**config.mk**
```make
export PLATFORM = sky130hd
export DESIGN_NAME = ltmr_top
export DESIGN_NICKNAME = d
export VERILOG_FILES = /design/src/rtl/ltmr_pkg.sv /design/src/rtl/ltmr_unlock.sv /design/src/rtl/ltmr_bank.sv /design/src/rtl/ltmr_top.sv
export SDC_FILE = /design/constraint.sdc
export NUM_CORES = 1
export LEC_CHECK = 0
export ABC_AREA = 1
export ABC_CLOCK_PERIOD_IN_PS = 5460
export BUFFER_PORTS_ARGS = -buffer_cell sky130_fd_sc_hd__buf_2
export CAP_MARGIN = 10
export CORE_MARGIN = 2
export CORE_UTILIZATION = 55
export DETAILED_ROUTE_END_ITERATION = 12
export MAX_ROUTING_LAYER = met4
export PLACE_DENSITY = 0.85
export SLEW_MARGIN = 20
export SYNTH_ARGS = -nofsm -noshare
export SYNTH_HDL_FRONTEND = slang
export SYNTH_SLANG_ARGS = --single-unit
```
**constraint.sdc**
```tcl
create_clock -name clk -period 5.46 [get_ports clk]
set_input_delay 0.273 -clock clk [delete_from_list [all_inputs] [get_ports clk]]
set_output_delay 0.273 -clock clk [all_outputs]
set_load 0.02 [all_outputs]
```
**src/rtl/ltmr_pkg.sv**
```systemverilog
package ltmr_pkg;

  parameter int DATA_W = 32;
  parameter int PSC_W  = 8;
  parameter int ADDR_W = 6;

  // word index inside one bank (byte offset / 4)
  localparam logic [2:0] W_LOAD  = 3'd0;
  localparam logic [2:0] W_COUNT = 3'd1;
  localparam logic [2:0] W_CTRL  = 3'd2;
  localparam logic [2:0] W_STAT  = 3'd3;
  localparam logic [2:0] W_RFLAG = 3'd4;
  localparam logic [2:0] W_DIS   = 3'd5;

  localparam int N_BANKS = 2;

  typedef struct packed {
    logic [PSC_W-1:0] psc;
    logic             wdog;
    logic             irq_en;
    logic             auto_rld;
    logic             run;
  } ltmr_ctrl_t;

  function automatic logic [DATA_W-1:0] ctrl_pack(ltmr_ctrl_t c);
    logic [DATA_W-1:0] v;
    v            = '0;
    v[0]         = c.run;
    v[1]         = c.auto_rld;
    v[2]         = c.irq_en;
    v[3]         = c.wdog;
    v[8 +: PSC_W] = c.psc;
    return v;
  endfunction

endpackage

```
**src/rtl/ltmr_unlock.sv**
```systemverilog
module ltmr_unlock #(
  parameter int          KW    = 32,
  parameter logic [31:0] KEY_A = 32'h1234_5678,
  parameter logic [31:0] KEY_B = 32'h8765_4321
) (
  input  logic          clk,
  input  logic          rst_n,
  input  logic          wr_dis,
  input  logic [KW-1:0] wdata,
  output logic          exit_pulse
);

  logic armed;

  // every write to the disable register re-decides the armed state
  always_ff @(posedge clk) begin
    if (!rst_n)      armed <= 1'b0;
    else if (wr_dis) armed <= (wdata == KEY_A[KW-1:0]);
  end

  assign exit_pulse = wr_dis && armed && (wdata == KEY_B[KW-1:0]);


  armed_src_chk: assert property (@(posedge clk) disable iff (!rst_n)
    $rose(armed) |-> $past(wr_dis && wdata == KEY_A[KW-1:0]));


  armed_drop_chk: assert property (@(posedge clk) disable iff (!rst_n)
    (armed && wr_dis && wdata != KEY_A[KW-1:0]) |=> !armed);

endmodule

```
**src/rtl/ltmr_bank.sv**
```systemverilog
module ltmr_bank
  import ltmr_pkg::*;
#(
  parameter int CNT_W    = 32,
  parameter bit WDOG_CAP = 1'b0
) (
  input  logic             clk,
  input  logic             rst_n,
  input  logic             wr_load,
  input  logic             wr_ctrl,
  input  logic             wr_stat,
  input  logic             wr_rflag,
  input  logic [CNT_W-1:0] wdata,
  input  ltmr_ctrl_t       ctrl_wr,
  input  logic             mode_exit,
  output logic [CNT_W-1:0] load_q,
  output logic [CNT_W-1:0] cnt_q,
  output ltmr_ctrl_t       ctrl_q,
  output logic             stat_q,
  output logic             rflag_q,
  output logic             irq,
  output logic             rst_pulse
);

  logic [PSC_W-1:0] psc_cnt;
  logic             tick;
  logic             done;
  logic             expire;

  assign tick   = ctrl_q.run && (psc_cnt == ctrl_q.psc);
  assign expire = tick && (cnt_q == '0) && !done;

  // prescaler: restarts on a reload write or while stopped
  always_ff @(posedge clk) begin
    if (!rst_n)                        psc_cnt <= '0;
    else if (!ctrl_q.run || wr_load)   psc_cnt <= '0;
    else if (tick)                     psc_cnt <= '0;
    else                               psc_cnt <= psc_cnt + PSC_W'(1);
  end

  always_ff @(posedge clk) begin
    if (!rst_n)       load_q <= '0;
    else if (wr_load) load_q <= wdata;
  end

  always_ff @(posedge clk) begin
    if (!rst_n) begin
      cnt_q <= '0;
    end else if (wr_load) begin
      cnt_q <= wdata;
    end else if (tick) begin
      if (cnt_q != '0)                 cnt_q <= cnt_q - CNT_W'(1);
      else if (expire && ctrl_q.auto_rld) cnt_q <= load_q;
    end
  end

  // done marks a finished one-shot; reset starts as done so an unloaded
  // counter never fires
  always_ff @(posedge clk) begin
    if (!rst_n)                           done <= 1'b1;
    else if (wr_load)                     done <= 1'b0;
    else if (expire && !ctrl_q.auto_rld)  done <= 1'b1;
  end

  always_ff @(posedge clk) begin
    if (!rst_n)                      stat_q <= 1'b0;
    else if (expire)                 stat_q <= 1'b1;
    else if (wr_stat && wdata[0])    stat_q <= 1'b0;
  end

  always_ff @(posedge clk) begin
    if (!rst_n) begin
      ctrl_q <= '0;
    end else begin
      if (wr_ctrl) begin
        ctrl_q.run      <= ctrl_wr.run;
        ctrl_q.auto_rld <= ctrl_wr.auto_rld;
        ctrl_q.irq_en   <= ctrl_wr.irq_en;
        ctrl_q.psc      <= ctrl_wr.psc;
      end
      if (WDOG_CAP) begin
        if (mode_exit)                      ctrl_q.wdog <= 1'b0;
        else if (wr_ctrl && ctrl_wr.wdog)   ctrl_q.wdog <= 1'b1;
      end
    end
  end

  assign irq = stat_q && ctrl_q.irq_en && !ctrl_q.wdog;

  generate
    if (WDOG_CAP) begin : g_guard
      always_ff @(posedge clk) begin
        if (!rst_n)                        rflag_q <= 1'b0;
        else if (expire && ctrl_q.wdog)    rflag_q <= 1'b1;
        else if (wr_rflag && wdata[0])     rflag_q <= 1'b0;
      end

      always_ff @(posedge clk) begin
        if (!rst_n) rst_pulse <= 1'b0;
        else        rst_pulse <= expire && ctrl_q.wdog;
      end


      pulse_flag_chk: assert property (@(posedge clk) disable iff (!rst_n)
        rst_pulse |-> rflag_q);


      mode_sticky_chk: assert property (@(posedge clk) disable iff (!rst_n)
        (ctrl_q.wdog && wr_ctrl && !mode_exit) |=> ctrl_q.wdog);
    end else begin : g_plain
      logic unused_guard;
      assign unused_guard = wr_rflag ^ mode_exit ^ ctrl_wr.wdog;
      assign rflag_q      = 1'b0;
      assign rst_pulse    = 1'b0;
    end
  endgenerate


  cnt_le_load_chk: assert property (@(posedge clk) disable iff (!rst_n)
    cnt_q <= load_q);


  oneshot_hold_chk: assert property (@(posedge clk) disable iff (!rst_n)
    (done && !wr_load) |=> $stable(cnt_q));


  stat_at_zero_chk: assert property (@(posedge clk) disable iff (!rst_n)
    $rose(stat_q) |-> $past(cnt_q == '0));


  stopped_hold_chk: assert property (@(posedge clk) disable iff (!rst_n)
    (!ctrl_q.run && !wr_load) |=> $stable(cnt_q));

endmodule

```
**src/rtl/ltmr_top.sv**
```systemverilog
module ltmr_top
  import ltmr_pkg::*;
#(
  parameter int          CNT_W = 32,
  parameter logic [31:0] KEY_A = 32'h1234_5678,
  parameter logic [31:0] KEY_B = 32'h8765_4321
) (
  input  logic              clk,
  input  logic              rst_n,
  input  logic              reg_wen,
  input  logic [ADDR_W-1:0] reg_addr,
  input  logic [DATA_W-1:0] reg_wdata,
  output logic [DATA_W-1:0] reg_rdata,
  output logic              tmr_irq,
  output logic              wdt_irq,
  output logic              wdt_rst_req
);

  localparam int BANK_BIT = ADDR_W - 1;
  localparam int GUARD    = N_BANKS - 1;

  logic       hit;
  logic       bsel;
  logic [2:0] word;
  logic       wr_dis;
  logic       exit_pulse;
  ltmr_ctrl_t ctrl_wr;

  logic [CNT_W-1:0] ld_a   [N_BANKS];
  logic [CNT_W-1:0] cnt_a  [N_BANKS];
  ltmr_ctrl_t       ctrl_a [N_BANKS];
  logic             stat_a [N_BANKS];
  logic             rflag_a[N_BANKS];
  logic             irq_a  [N_BANKS];
  logic             rstp_a [N_BANKS];

  assign hit  = (reg_addr[1:0] == 2'b00);
  assign bsel = reg_addr[BANK_BIT];
  assign word = reg_addr[4:2];

  assign ctrl_wr = '{psc:      reg_wdata[8 +: PSC_W],
                     wdog:     reg_wdata[3],
                     irq_en:   reg_wdata[2],
                     auto_rld: reg_wdata[1],
                     run:      reg_wdata[0]};

  assign wr_dis = reg_wen && hit && bsel && (word == W_DIS);

  ltmr_unlock #(
    .KW    (DATA_W),
    .KEY_A (KEY_A),
    .KEY_B (KEY_B)
  ) u_unlock (
    .clk        (clk),
    .rst_n      (rst_n),
    .wr_dis     (wr_dis),
    .wdata      (reg_wdata),
    .exit_pulse (exit_pulse)
  );

  generate
    for (genvar b = 0; b < N_BANKS; b++) begin : g_bank
      logic sel;
      assign sel = reg_wen && hit && (bsel == 1'(b));

      ltmr_bank #(
        .CNT_W    (CNT_W),
        .WDOG_CAP (b == GUARD)
      ) u_bank (
        .clk       (clk),
        .rst_n     (rst_n),
        .wr_load   (sel && word == W_LOAD),
        .wr_ctrl   (sel && word == W_CTRL),
        .wr_stat   (sel && word == W_STAT),
        .wr_rflag  (sel && word == W_RFLAG),
        .wdata     (reg_wdata[CNT_W-1:0]),
        .ctrl_wr   (ctrl_wr),
        .mode_exit ((b == GUARD) ? exit_pulse : 1'b0),
        .load_q    (ld_a[b]),
        .cnt_q     (cnt_a[b]),
        .ctrl_q    (ctrl_a[b]),
        .stat_q    (stat_a[b]),
        .rflag_q   (rflag_a[b]),
        .irq       (irq_a[b]),
        .rst_pulse (rstp_a[b])
      );
    end
  endgenerate

  always_comb begin
    reg_rdata = '0;
    if (hit) begin
      case (word)
        W_LOAD:  reg_rdata[CNT_W-1:0] = ld_a[bsel];
        W_COUNT: reg_rdata[CNT_W-1:0] = cnt_a[bsel];
        W_CTRL:  reg_rdata            = ctrl_pack(ctrl_a[bsel]);
        W_STAT:  reg_rdata[0]         = stat_a[bsel];
        W_RFLAG: reg_rdata[0]         = rflag_a[bsel];
        default: reg_rdata            = '0;
      endcase
    end
  end

  assign tmr_irq     = irq_a[0];
  assign wdt_irq     = irq_a[GUARD];
  assign wdt_rst_req = rstp_a[0] | rstp_a[GUARD];


  mode_exit_key_chk: assert property (@(posedge clk) disable iff (!rst_n)
    $fell(ctrl_a[GUARD].wdog) |-> $past(wr_dis && reg_wdata == KEY_B[DATA_W-1:0]));


  timer_no_guard_chk: assert property (@(posedge clk) disable iff (!rst_n)
    !ctrl_a[0].wdog && !rstp_a[0]);


  guard_irq_quiet_chk: assert property (@(posedge clk) disable iff (!rst_n)
    wdt_rst_req |-> !wdt_irq);

endmodule

```
After elaboration in Yosys (flattened, before gate mapping)
Cells that the tools add are included.

storage, ports and cells
  logic and storage cells = 135
  output and inout bits = 35
  register bits = 174

operators by class
  add/subtract/negate cells = 4
  eq/ne operators = 9
  multiplexer cells = 36
  bitwise logic cells = 3
  order comparisons = 1
  reduce and logical (&&, ||, !) cells = 60

operator list
  cell                   count
  $mux 32                15
  $pmux 31 s3            1
  $logic_not 32->1       2
  $reduce_bool 32->1     2
  $sub 32x1->32 const B  2
  $mux 12                3
  $eq 32x29->1 const B   1
  $eq 32x32->1 const B   1
  $logic_and 1x1->1      31
  $add 8x1->8 const B    2
  $eq 8x8->1             2
  $mux 1                 16
  $reduce_bool 2->1      7
  $logic_not 1->1        7
  $eq 3x2->1 const B     2
  $eq 3x3->1 const B     2
  $reduce_bool 3->1      2
  $reduce_or 3->1        2
  $pmux 1 s5             1
  $reduce_and 2->1       2
  $eq 3x1->1 const B     1
  $logic_not 3->1        1
  $ge 2x2->1 const B     1
  $logic_not 2->1        1
  other kinds (4)        6

Depth between registers and ports, before layout
  word-level depth = 9
  mapped depth = 15
  depth with buffers taken out = 15

Cells and area by module
A second synthesis with hierarchy kept.

unflattened totals
  cell total of the unflattened synthesis = 2056
  area total of the unflattened synthesis = 11871.4 µm²

modules (own cells, without submodules)
  module                         cells an instance  instances  area each (µm²)
  ltmr_bank at g_bank[0].u_bank  789                1          4972.3
  ltmr_bank at g_bank[1].u_bank  779                1          4884.7
  ltmr_top                       426                1          1722.9
  ltmr_unlock                    62                 1          291.5

Worst setup path before layout
Ideal clock, no wire load.

  path kind = input port to output port
  from = input port reg_addr[5]
  to = output port reg_rdata[17]
  data required time = 5.187 ns
  stages on the path = 7
  path slack = 3.543 ns
  arrival = 1.644 ns
  cells stage by stage = clkbuf_1 clkbuf_1 clkbuf_1 nand2_1 o21ai_0 nand2_1 a21oi_1

between the ends
  word-level cells in the longest chain between the ends = 6

RTL lines
  what                                             RTL line                        text
  start: declaration                               ltmr_top.sv:11                  input logic [ADDR_W-1:0] reg_addr,
  $not 1->2 (implied by the code) *                ltmr_top.sv:94, ltmr_top.sv:95
  $mux 32, on equally long branches (3 in series)  ltmr_top.sv:95, ltmr_top.sv:94
  $pmux 31 s3 *                                    ltmr_top.sv:93                  case (word)
  $mux 32 *                                        ltmr_top.sv:92                  if (hit) begin
  end: declaration                                 ltmr_top.sv:13                  output logic [DATA_W-1:0] reg_rdata,

Every way passes the cells marked *; elsewhere a longest branch is shown, timed or not. The select of a mux whose other input is x is not followed.

Worst setup path in the final report
  from = input port reg_addr[1]
  to = register g_bank[0].u_bank.cnt_q[19]

between the ends
  word-level cells in the longest chain between the ends = 6

RTL lines
  what                                                              RTL line         text
  $logic_not 2->1 *                                                 ltmr_top.sv:37   assign hit = (reg_addr[1:0] == 2'b00);
  $logic_and 1x1->1 * (2 in series)                                 ltmr_top.sv:64   assign sel = reg_wen && hit && (bsel == 1'(b));
  $logic_and 1x1->1 *                                               ltmr_top.sv:72   .wr_load (sel && word == W_LOAD),
  $reduce_bool 3->1 (no line) or $reduce_bool 2->1 (tied branches)  --
  $reduce_and 2->1 (no line)                                        --
  end signal: assignment                                            ltmr_bank.sv:50  cnt_q <= wdata;
  end signal: assignment                                            ltmr_bank.sv:52  if (cnt_q != '0) cnt_q <= cnt_q - CNT_W'(1);
  end signal: assignment                                            ltmr_bank.sv:53  else if (expire && ctrl_q.auto_rld) cnt_q <= load_q;
  end: declaration                                                  ltmr_bank.sv:17  output logic [CNT_W-1:0] cnt_q,

Every way passes the cells marked *; elsewhere a longest branch is shown, timed or not.
A chain may end at the register's enable or synchronous reset.

==> results.py <==
metrics = {
    "worst_setup_path": {
        "critPathSlowestCell": "nor2_1",
        "cp_max_fo": 40,
        "critPathMaxStageDelay_ns": 0.61,
        "worstPathRequired_ns": 5.80,
        "arrival_ns": 3.67,
        "reg2regPathDepth": 13,
        "start_kind": "input pin",
        "r2r_slack_ns": 2.51,
        "crit_chain": "buf_2 > nor2_1 > nand3_1 > nor2_2 > buf_4 > inv_2 > nand2_2 > nand2_2 > nor2_1 > nor2_2",
        "criticalPathCategory": "input pin to register",
        "regToRegStartpoint": "g_bank[0].u_bank.cnt_q[0]$_SDFFE_PN0P_",
        "endpoint_kind": "register",
        "rr_endpoint": "g_bank[0].u_bank.cnt_q[15]$_SDFFE_PN0P_",
    },
    "floorplanning": {
        "rows": 52,
        "die-width_um": 147,
        "initial_core_util_pct": 55.9,
        "core_area_um2": 20200,
        "dieHeight_um": 147,
        "die_area_um2": 21700,
        "io_pins": 76,
    },
    "worst_hold_path": {
        "hold_path_end": "g_bank[0].u_bank.load_q[15]$_SDFFE_PN0P_",
        "hold_start": "reg_wdata[15]",
        "min_path_cells": 3,
        "hp-class": "input pin to register",
    },
    "synth": {
        "synth_edf_count": 0,
        "syn_inst": 1931,
        "ys_ff_latch": 174,
        "synth_cell_types": 42,
        "yosys.area.top_type_share_pct": 30.8,
        "syn-num-nets": 1978,
        "synth-async-reset-ratio_pct": 0,
        "netlist_area_um2": 11300,
        "synth_area_leaders": "dfxtp_1 31%, nand2_1 20%, nor2_1 9.8%",
        "avgSynthCellArea_um2": 5.85,
        "yosysTopAreaCell": "dfxtp_1",
        "yosys_warnings": 0,
        "synthFlopType": "dfxtp_1",
        "yosysSeqAreaShare_pct": 30.8,
    },
    "pwr": {
        "pwr-share-clk_pct": 45.2,
        "p_leak_nw": 5.98,
        "p_sw_share_pct": 29.7,
        "worst_ir_drop_vdd_mv": 0.215,
        "p_switching_uw": 824,
        "power.density_nw_per_um2": 225,
        "combinationalPowerShare_pct": 8.8,
        "p_seq_share_pct": 46.0,
        "p_int_mw": 1.95,
    },
    "timing": {
        "layout_min_cycle_time_ns": 3.32,
        "finalSetupViolCount": 0,
        "slew_viol_final": 0,
        "finalHoldViolCount": 0,
        "rsz0062_at_grt": "no",
        "setup_tns_ns": 0,
        "relSlewSlack_pct": 31.2,
        "timing.fmax_mhz": 301,
        "skew_ns": 0.0144,
        "layout_worst_path_cycle_share_pct": 60.9,
        "tightest_slew_ns": 1.03,
        "worst_slack_ns": 2.14,
    },
    "drt": {
        "drt-wirelength-per-cell_um": 18.7,
        "drtIter0Drc": 1367,
        "ant_nets": 0,
        "vias": 12900,
        "drt_pass1_iterations": 6,
        "drt_drc_violations_left": 0,
        "routed_wl_mm": 41.8,
        "viasPerCell": 5.76,
    },
    "cts": {
        "cts_setup_buffers": 0,
        "clkTransAtPathRegs_ns": 0.08,
        "cts.sinks": 174,
        "cts_buffers": 17,
        "clock_latency_ns": 0.45,
        "hold_buffers": 0,
        "cts_root_buf": "clkbuf_16",
        "cts_tree": "done",
        "clock_path_buffers": 2,
        "htreeDepth": 4,
        "cts_resized": 0,
    },
    "cells_and_area": {
        "layout-drive-gt1-share_pct": 8.75,
        "multiInputGateArea_um2": 6680,
        "final_common_cell": "nand2_1",
        "seqCellArea_um2": 3480,
        "finalNetCount": 1999,
        "final_cell_mix": "597 x nand2_1, 295 x nor2_1, 187 x inv_1",
        "nFillCells": 2117,
        "area_growth_pct": 8.86,
        "fin_util_pct": 60.8,
    },
    "outcome": {
        "outcome": "finished, final reports clean",
    },
    "global_route": {
        "groute.usage.overall_pct": 39.4,
        "grt_max_degree": 93,
        "grt_first_pass_wirelength_mm": 64.6,
        "grt_pass1_vias": 11600,
        "antenna_found_initial": 0,
        "grt_overflow": 0,
    },
    "place": {
        "place_congestion": 1.03,
        "dpl.hpwl_mm": 31.0,
        "pre_cts_slack_ns": 1.83,
        "portBuffers": 75,
    },
    "run": {
        "drv_cap": 0,
    },
}
==> worst max-delay path, delay by kind of cell <==
| kind | cells | cell delay, ns |
|---|---|---|
| buffers and inverters | 3 | 0.91 |
| and+or+nand+nor | 7 | 2.44 |
==> synthesized netlist by cell type, types with 2 or more instances <==
| cell | n |
|---|---|
| a221o_1 | 3 |
| buf_6 | 3 |
| nor3b_1 | 3 |
| nand4_2 | 2 |
| buf_1 | 5 |
| ha_1 | 6 |
| nor4_1 | 4 |
| inv_1 | 187 |
| clkinv_1 | 4 |
| nor2_1 | 295 |
| dfxtp_1 | 174 |
| a221oi_1 | 2 |
| inv_2 | 16 |
| o31ai_1 | 2 |
| nand4_1 | 24 |
| nand2_2 | 5 |
| o21ai_0 | 133 |
| xor2_1 | 24 |
| xnor2_1 | 9 |
| o22ai_1 | 30 |
| nand2_1 | 597 |
| a21oi_1 | 123 |
| nand3_1 | 121 |
| nand3_2 | 2 |
| nor2_4 | 8 |
| nor2_2 | 21 |
| o21ai_1 | 18 |
| a21boi_1 | 4 |
| buf_4 | 4 |
| a22o_1 | 2 |
| clkbuf_1 | 47 |
| buf_2 | 22 |
| a31oi_1 | 4 |
| nand3b_1 | 6 |
| nor3_1 | 14 |
==> flip-flops by register name (all words and copies together), names as in the netlist <==
| register | count |
|---|---|
| g_bank.u_bank.psc_cnt | 16 |
| g_bank.u_bank.load_q | 64 |
| g_bank.u_bank.done | 2 |
| u_unlock.armed | 1 |
| g_bank.u_bank.rflag_q | 1 |
| g_bank.u_bank.rst_pulse | 1 |
| g_bank.u_bank.cnt_q | 64 |
| g_bank.u_bank.ctrl_q | 23 |
| g_bank.u_bank.stat_q | 2 |
==> final cells by class <==
class | instances | area share, %
Antenna cell | 1 | 0.0203
Clock buffer | 18 | 3.49
Clock inverter | 14 | 1.32
Inverter | 207 | 6.31
Multi-Input combinational cell | 1469 | 54.3
Sequential cell | 174 | 28.3
Tap cell | 270 | 2.74
Timing Repair Buffer | 83 | 3.54
==> stage by stage <==
| stage | power, mW | hold WS, ns | std cells | cell area, µm² |
|---|---|---|---|---|
| floorplan | 1.45 | 0.408 | 1931 | 11300 |
| global placement | 1.54 | 0.448 | 2203 | 11700 |
| detailed placement | 1.54 | 0.453 | 2203 | 11700 |
| CTS | 2.77 | 0.139 | 2235 | 12300 |
| global route | 2.85 | 0.144 | 2235 | 12300 |
| finish | 2.77 | 0.152 | 2236 | 12300 |
==> logic make-up after synthesis <==
kind of cell	count (synthesis)	synth area share, %
AOI/OAI and AO/OA	323	15.1
xor gates and xnor gates	33	2.56
adders and majority gates	6	0.664
buffers and inverters	288	10.1
DFF	174	30.8
and+or+nand+nor	1107	40.7
==> power by group through the flow <==
stage	logic, mW	registers, mW	clock network [mW]
2_1_floorplan	0.149	1.30	0
3_3_place_gp	0.233	1.31	0
3_5_place_dp	0.236	1.31	0
4_1_cts	0.237	1.28	1.25
5_1_grt	0.264	1.28	1.31
6_report	0.244	1.28	1.25
==> how the worst max path moves through the flow <==
stage / start / end / cells past startpoint
global route: reg_addr[1] / g_bank[0].u_bank.cnt_q[19]$_SDFFE_PN0P_ / 11
floorplan: reg_addr[5] / reg_rdata[17] / 7
CTS: reg_addr[1] / g_bank[0].u_bank.cnt_q[19]$_SDFFE_PN0P_ / 10
finish: reg_addr[1] / g_bank[0].u_bank.cnt_q[19]$_SDFFE_PN0P_ / 10
global placement: reg_addr[1] / g_bank[0].u_bank.cnt_q[30]$_SDFFE_PN0P_ / 10
detailed placement: reg_addr[1] / g_bank[0].u_bank.cnt_q[19]$_SDFFE_PN0P_ / 10
==> routing by layer <==
metal,GRT usage [%],up-vias,part of all wire (%)
met2,62.7,693,46
li1,-,6206,-
met5,-,-,0
met4,17.8,0,4.7
met1,50.5,5850,41
met3,4.88,125,8.9
No activity file was read; power rests on OpenSTA's default activity.
